<file path="src/rtl/rdport_pkg.sv">
package rdport_pkg;

    localparam int WORD_W_DEF = 16;
    localparam int DEPTH_DEF  = 16;
    localparam int NFIFO_DEF  = 4;

    // Control pins after polarity correction: 1 means asserted.
    typedef struct packed {
        logic cs;
        logic oe;
        logic rd;
    } strobe_t;

    // Read transaction state.
    typedef enum logic [1:0] {
        RS_IDLE = 2'd0,  // no read under way
        RS_SHOW = 2'd1,  // word loaded, pointer moves on release
        RS_DRY  = 2'd2   // strobe on an empty queue, nothing to consume
    } rstate_e;

    function automatic strobe_t decode_pins(input logic cs_n, input logic oe_n,
                                            input logic rd_n);
        strobe_t s;
        s.cs = ~cs_n;
        s.oe = ~oe_n;
        s.rd = ~rd_n;
        return s;
    endfunction

endpackage

</file>
<file path="src/rtl/rdport_sync.sv">
module rdport_sync #(
    parameter int           W       = 1,
    parameter logic [W-1:0] RST_VAL = '0
) (
    input  logic         clk,
    input  logic         rst,
    input  logic [W-1:0] d,
    output logic [W-1:0] q
);

    logic [W-1:0] stage1;
    logic [W-1:0] stage2;

    always_ff @(posedge clk) begin
        if (rst) begin
            stage1 <= RST_VAL;
            stage2 <= RST_VAL;
        end else begin
            stage1 <= d;
            stage2 <= stage1;
        end
    end

    assign q = stage2;

endmodule

</file>
<file path="src/rtl/rdport_ctrl.sv">
module rdport_ctrl
    import rdport_pkg::*;
#(
    parameter  int NFIFO = 4,
    localparam int SEL_W = (NFIFO > 1) ? $clog2(NFIFO) : 1
) (
    input  logic             clk,
    input  logic             rst,
    input  strobe_t          act,
    input  logic [SEL_W-1:0] sel_s,
    input  logic [NFIFO-1:0] empty_vec,
    output logic             load,
    output logic [SEL_W-1:0] load_sel,
    output logic [NFIFO-1:0] pop_vec
);

    rstate_e          state;
    logic             rd_prev;
    logic             cs_prev;
    logic [SEL_W-1:0] sel_l;
    logic             start;
    logic             release_edge;

    // Chip select must already have been seen before the strobe edge.
    assign start        = act.rd & ~rd_prev & act.cs & cs_prev;
    assign release_edge = ~act.rd & rd_prev;

    always_ff @(posedge clk) begin
        if (rst) begin
            rd_prev <= 1'b0;
            cs_prev <= 1'b0;
            state   <= RS_IDLE;
            sel_l   <= '0;
        end else begin
            rd_prev <= act.rd;
            cs_prev <= act.cs;
            case (state)
                RS_IDLE: begin
                    if (start) begin
                        sel_l <= sel_s;
                        state <= empty_vec[sel_s] ? RS_DRY : RS_SHOW;
                    end
                end
                RS_SHOW, RS_DRY: begin
                    if (release_edge) state <= RS_IDLE;
                end
                default: state <= RS_IDLE;
            endcase
        end
    end

    assign load     = (state == RS_IDLE) & start & ~empty_vec[sel_s];
    assign load_sel = sel_s;

    for (genvar g = 0; g < NFIFO; g++) begin : g_pop
        assign pop_vec[g] = (state == RS_SHOW) & release_edge & (sel_l == SEL_W'(g));
    end

    AST_SINGLE_POP: assert property (@(posedge clk) disable iff (rst)
        $onehot0(pop_vec));

    AST_NO_POP_WHILE_HELD: assert property (@(posedge clk) disable iff (rst)
        act.rd |-> (pop_vec == '0));

endmodule

</file>
<file path="src/rtl/rdport_store.sv">
module rdport_store #(
    parameter  int NFIFO  = 4,
    parameter  int WORD_W = 16,
    parameter  int DEPTH  = 16,
    localparam int SEL_W  = (NFIFO > 1) ? $clog2(NFIFO) : 1,
    localparam int PTR_W  = (DEPTH > 1) ? $clog2(DEPTH) : 1,
    localparam int CNT_W  = $clog2(DEPTH + 1)
) (
    input  logic                         clk,
    input  logic                         rst,
    input  logic                         wr_en,
    input  logic [SEL_W-1:0]             wr_sel,
    input  logic [WORD_W-1:0]            wr_data,
    input  logic [NFIFO-1:0]             pop_vec,
    output logic [NFIFO-1:0][WORD_W-1:0] heads,
    output logic [NFIFO-1:0]             empty_vec
);

    function automatic logic [PTR_W-1:0] step(input logic [PTR_W-1:0] p);
        return (p == PTR_W'(DEPTH - 1)) ? '0 : p + 1'b1;
    endfunction

    for (genvar g = 0; g < NFIFO; g++) begin : g_fifo
        logic [WORD_W-1:0] mem [DEPTH];
        logic [PTR_W-1:0]  rptr;
        logic [PTR_W-1:0]  wptr;
        logic [CNT_W-1:0]  cnt;
        logic              push;
        logic              pop;

        assign push = wr_en & (wr_sel == SEL_W'(g)) & (cnt < CNT_W'(DEPTH));
        assign pop  = pop_vec[g];

        always_ff @(posedge clk) begin
            if (rst) begin
                rptr <= '0;
                wptr <= '0;
                cnt  <= '0;
            end else begin
                if (push) wptr <= step(wptr);
                if (pop)  rptr <= step(rptr);
                case ({push, pop})
                    2'b10:   cnt <= cnt + 1'b1;
                    2'b01:   cnt <= cnt - 1'b1;
                    default: cnt <= cnt;
                endcase
            end
        end

        always_ff @(posedge clk) begin
            if (push) mem[wptr] <= wr_data;
        end

        assign heads[g]     = mem[rptr];
        assign empty_vec[g] = (cnt == '0);

        AST_POP_NOT_EMPTY: assert property (@(posedge clk) disable iff (rst)
            pop |-> (cnt != '0));

        AST_COUNT_BOUND: assert property (@(posedge clk) disable iff (rst)
            cnt <= CNT_W'(DEPTH));
    end

endmodule

</file>
<file path="src/rtl/async_fifo_rdport.sv">
module async_fifo_rdport
    import rdport_pkg::*;
#(
    parameter  int NFIFO  = NFIFO_DEF,
    parameter  int WORD_W = WORD_W_DEF,
    parameter  int DEPTH  = DEPTH_DEF,
    localparam int SEL_W  = (NFIFO > 1) ? $clog2(NFIFO) : 1
) (
    input  logic              clk,
    input  logic              rst,
    input  logic [SEL_W-1:0]  fifo_sel_i,
    input  logic              cs_n_i,
    input  logic              oe_n_i,
    input  logic              rd_n_i,
    input  logic              wr_en_i,
    input  logic [SEL_W-1:0]  wr_sel_i,
    input  logic [WORD_W-1:0] wr_data_i,
    output logic [WORD_W-1:0] data_o,
    output logic              data_drive_o,
    output logic              empty_n_o
);

    localparam int PIN_W = 3 + SEL_W;
    localparam logic [PIN_W-1:0] PIN_IDLE = {3'b111, {SEL_W{1'b0}}};

    logic [PIN_W-1:0]             pins_s;
    strobe_t                      act;
    logic [SEL_W-1:0]             sel_s;
    logic [NFIFO-1:0]             empty_vec;
    logic [NFIFO-1:0]             pop_vec;
    logic [NFIFO-1:0][WORD_W-1:0] heads;
    logic                         load;
    logic [SEL_W-1:0]             load_sel;
    logic [WORD_W-1:0]            shown_q;
    logic                         empty_n_q;

    rdport_sync #(.W(PIN_W), .RST_VAL(PIN_IDLE)) u_sync (
        .clk (clk),
        .rst (rst),
        .d   ({cs_n_i, oe_n_i, rd_n_i, fifo_sel_i}),
        .q   (pins_s)
    );

    assign act   = decode_pins(pins_s[SEL_W+2], pins_s[SEL_W+1], pins_s[SEL_W]);
    assign sel_s = pins_s[SEL_W-1:0];

    rdport_ctrl #(.NFIFO(NFIFO)) u_ctrl (
        .clk       (clk),
        .rst       (rst),
        .act       (act),
        .sel_s     (sel_s),
        .empty_vec (empty_vec),
        .load      (load),
        .load_sel  (load_sel),
        .pop_vec   (pop_vec)
    );

    rdport_store #(.NFIFO(NFIFO), .WORD_W(WORD_W), .DEPTH(DEPTH)) u_store (
        .clk       (clk),
        .rst       (rst),
        .wr_en     (wr_en_i),
        .wr_sel    (wr_sel_i),
        .wr_data   (wr_data_i),
        .pop_vec   (pop_vec),
        .heads     (heads),
        .empty_vec (empty_vec)
    );

    // Holding register: the word on the pins between reads.
    always_ff @(posedge clk) begin
        if (rst) begin
            shown_q   <= '0;
            empty_n_q <= 1'b0;
        end else begin
            if (load) shown_q <= heads[load_sel];
            empty_n_q <= ~empty_vec[sel_s];
        end
    end

    assign data_o       = shown_q;
    assign data_drive_o = act.cs & act.oe;
    assign empty_n_o    = empty_n_q;

    AST_WORD_HELD: assert property (@(posedge clk) disable iff (rst)
        !(act.rd && act.cs) |=> $stable(data_o));

    AST_LOAD_NOT_EMPTY: assert property (@(posedge clk) disable iff (rst)
        load |=> empty_n_o || (sel_s != $past(load_sel)));

endmodule

</file>
<file path="config.mk">
export PLATFORM = sky130hd
export DESIGN_NAME = async_fifo_rdport
export DESIGN_NICKNAME = d
export VERILOG_FILES = /design/src/rtl/rdport_pkg.sv /design/src/rtl/rdport_sync.sv /design/src/rtl/rdport_ctrl.sv /design/src/rtl/rdport_store.sv /design/src/rtl/async_fifo_rdport.sv
export SDC_FILE = /design/constraint.sdc
export NUM_CORES = 1
export LEC_CHECK = 0
export ABC_AREA = 1
export BUFFER_PORTS_ARGS = -buffer_cell sky130_fd_sc_hd__buf_2
export CAP_MARGIN = 20
export CELL_PAD_IN_SITES_DETAIL_PLACEMENT = 1
export CELL_PAD_IN_SITES_GLOBAL_PLACEMENT = 2
export CORE_ASPECT_RATIO = 0.5
export CORE_MARGIN = 5
export CORE_UTILIZATION = 27
export DETAILED_ROUTE_END_ITERATION = 16
export MAX_ROUTING_LAYER = met4
export PLACE_DENSITY = 0.62
export SLEW_MARGIN = 25
export SYNTH_ARGS = -nofsm -noshare
export SYNTH_HDL_FRONTEND = slang
export SYNTH_SLANG_ARGS = --single-unit
</file>
<file path="constraint.sdc">
create_clock -name clk -period 2.6 [get_ports clk]
set_input_delay 0.52 -clock clk [delete_from_list [all_inputs] [get_ports clk]]
set_output_delay 0.52 -clock clk [all_outputs]
set_load 0.02 [all_outputs]
</file>
==> results.toml <==
[die]
floorplan.die_area_sq_um = 181700
core-area_sq_um = 171000
die_h_microns = 303.9
initial_utilization = 0.2729
die_x_microns = 597.8
rows = 107
ios = 44

[routing]
viasPerCell = 4.669
drt-pass1-iter-count = 5
drc_errors = 0
wl_per_cell_microns = 21.79
antenna_left = 0
vias = 31597
drt_iter0_drc = 2367
drt_wl_total_mm = 147.5

[timing]
setup_ws_ps = 205.2
setup_viol = 0
fin_crit_ps = 2395
slew_violations = 0
fin_crit_sh = 0.9211
hold_violations = 0
fmax_mhz = 417.6
finalSetupTns_ps = 0
max-slew-margin-rel = 0.4174
fin_skew_ps = 28.67
worst_slew_pin_slew_ps = 872.7

[place]
placed_cell_area_sq_um = 50810
post-place-ws_ps = 13.63
dp_hpwl_mm = 88.32
port_buffers = 43
place_congestion = 0.7704
dp_cells = 6551

[cts]
cts.clk_slew.worst_paths_ps = 70
cts_sinks = 1125
numCtsBuffers = 115
cts_tree = "built"
root_buffer = "clkbuf_16"
cts-htree-levels = 3
clk_path_buf_depth = 3
clk_latency_ps = 720

[synthesis]
synth_area_sq_um = 46650
yosysTopAreaCellShare = 0.6592
syn_nets = 4339
synth_cell_types = 38
async_flop_share = 0
synth_edf_count = 1024
ys_warn_count = 0
avgSynthCellArea_sq_um = 10.90
yosysSeqAreaShare = 0.7025
ys.flop_type = "edfxtp_1"
synth_top_area_cell = "edfxtp_1"
postSynthCellCount = 4279
synth.area.top_cells = "edfxtp_1 (66%), nand2_1 (11%), nand3_1 (8.4%), dfxtp_1 (4.3%), inv_1 (2.4%)"
synth_seq_cells = 1125

[global_routing]
grt.overflow.total = 0
grt_max_degree = 82
grt_pass1_vias = 32748
grt_pass1_wl_mm = 218.8
grt.total_usage = 0.1638
antenna_found_initial = 7

[critical_path]
max_stage_delay_ps = 340
crit_type = "register to register"
crit_family = "simple AND/OR/NAND/NOR gates"
crit_arrival_ps = 3010
ff2ff_setup_slack_ps = 210
r2r_end = "u_store.g_fifo[1].cnt[4]$_SDFFE_PP0P_"
worstPathCellList = "inv_1, ha_2, nand3_4, nor3_4, ha_4, xor2_2, ha_1, a21o_1, nand2_1, o21ai_1, a21oi_1, o21ai_1, nand2_1, nand2_1, nor2_1"
worstSetupStartpointType = "register"
crit_path_end_kind = "register"
critical_path_buf_inv_count = 1
crit_top_cell = "nand2_1"
crit_fanout = 4
cp.required_ps = 3220
slowest_stage = "nor3_4"
r2r_cells = 15
worstReg2RegStart = "u_ctrl.state[1]$_SDFFE_PP0P_"

[power_and_ir_drop]
cellLeakagePower_nw = 20.22
finalPower_w = 0.03676
power_density_nw_per_um2 = 674.6
irDropWorstVdd_uv = 588.4

[cells_and_area]
post-route-cell-area_sq_um = 54490
drive_above_1_share = 0.09493
synthToLayoutAreaGrowth_pct = 16.81
nets = 4446
instances_no_fill = 6768

[flow_run]
maxCapViolations = 0

[hold_path]
min_from = "wr_data_i[6]"
min_to = "u_store.g_fifo[2].mem[7][6]$_DFFE_PP_"
min_path_type = "input port to register"
whs_path_depth = 1

[run_status]
status = "finished, final reports clean"
-- metrics by stage --
stage,util,hold WS [ps]
after floorplan,-,388.3
after global placement,0.2972,393.2
after detailed placement,0.2972,397.7
after CTS,0.3183,135.4
after global routing,0.3187,157.5
final,0.3187,197.8
-- cell type report --
type | instances | area [sq um]
multi-input cells | 2618 | 11750
well taps | 2289 | 2864
fillers | 18838 | 116500
repair buffers | 218 | 2367
inverters | 308 | 1162
flip-flops and latches | 1125 | 32790
clock buffers | 154 | 3158
clock inverters | 54 | 396.6
diodes | 2 | 5.005
-- report_power, final --
group / switching, W / leakage (nW) / internal [W] / total, W
sequential: 0.0000387 / 10.0 / 0.0198 / 0.0198
combinational: 0.000666 / 8.42 / 0.000198 / 0.000863
clock: 0.00726 / 1.76 / 0.00881 / 0.0161
total: 0.00797 / 20.2 / 0.0288 / 0.0368
-- timing repair --
action                                  in CTS  in global routing
setup buffers                                0                  2
endpoints found under the hold margin        5                  0
hold buffers                                 5                  0
endpoints found under the setup margin       0                  2
resized for setup                            0                 14
-- worst max-delay path by stage --
stage / slack [ps] / startpoint / cells past startpoint / endpoint
2_1_floorplan: 250 / wr_en_i / 13 / u_store.g_fifo[3].cnt[4]$_SDFFE_PP0P_
4_1_cts: 20 / u_ctrl.state[1]$_SDFFE_PP0P_ / 15 / u_store.g_fifo[3].cnt[4]$_SDFFE_PP0P_
6_report: 210 / u_ctrl.state[1]$_SDFFE_PP0P_ / 15 / u_store.g_fifo[1].cnt[4]$_SDFFE_PP0P_
3_3_place_gp: 20 / wr_sel_i[1] / 14 / u_store.g_fifo[1].cnt[4]$_SDFFE_PP0P_
3_5_place_dp: 10 / wr_sel_i[0] / 15 / u_store.g_fifo[1].cnt[4]$_SDFFE_PP0P_
5_1_grt: -10 / u_ctrl.state[1]$_SDFFE_PP0P_ / 15 / u_store.g_fifo[1].cnt[4]$_SDFFE_PP0P_
-- cell usage after synthesis (3+ instances only) --
library cell  number
nand2_1         1308
edfxtp_1        1024
nand3_1          787
inv_1            293
nor2_1           239
dfxtp_1          101
clkbuf_1          93
buf_2             91
o21ai_0           75
a21oi_1           53
ha_1              34
buf_1             27
o211ai_1          25
o21ai_1           23
buf_4             17
xor2_1            17
inv_2             14
nand4_1            9
nor3_1             7
nor3_2             7
or2_2              7
xnor2_1            5
a21o_1             3
nor3b_1            3
-- routing by layer --
| layer | global-route usage | share of wire |
|---|---|---|
| met5 | - | 0 |
| met4 | 0.03133 | 0.017 |
| met1 | 0.2245 | 0.48 |
| met2 | 0.2625 | 0.47 |
| met3 | 0.02110 | 0.037 |
-- cell usage in the layout, fill, tap and decap left out, types with 6 or more instances in the layout --
cell type,Yosys,layout
clkbuf_16,0,118
nand2_1,1308,1308
buf_4,17,104
clkinv_1,1,16
ha_1,34,31
buf_12,0,66
clkbuf_1,93,29
edfxtp_1,1024,1024
clkbuf_8,0,7
buf_2,91,43
nor3_1,7,7
inv_1,293,293
inv_2,14,10
or2_2,7,7
inv_4,0,6
a21oi_1,53,53
o21ai_0,75,71
o211ai_1,25,25
clkinv_2,0,25
o21ai_1,23,26
nand4_1,9,9
xor2_1,17,15
nor2_1,239,238
nand3_1,787,787
dfxtp_1,101,93
-- registers in the layout, summed over array words and instances (netlist names), 2 cells and up, named ones only --
signal / count
u_sync.stage1: 5
u_store.g_fifo.cnt: 20
data_o: 16
u_ctrl.state: 2
u_store.g_fifo.rptr: 16
u_store.g_fifo.wptr: 16
u_ctrl.sel_l: 2
u_store.g_fifo.mem: 1024
u_sync.q: 5
-- logic make-up after synthesis --
| kind of cell | count (synthesis) | synth area share |
|---|---|---|
| and+or+nand+nor | 2375 | 0.2153 |
| DFF | 1125 | 0.7025 |
| buffers and inverters | 536 | 0.04694 |
| AOI/OAI and AO/OA | 186 | 0.02181 |
| adders and majority gates | 34 | 0.009120 |
| xor gates and xnor gates | 22 | 0.004131 |
| muxes | 1 | 0.0002146 |
No activity file was read; power rests on OpenSTA's default activity.
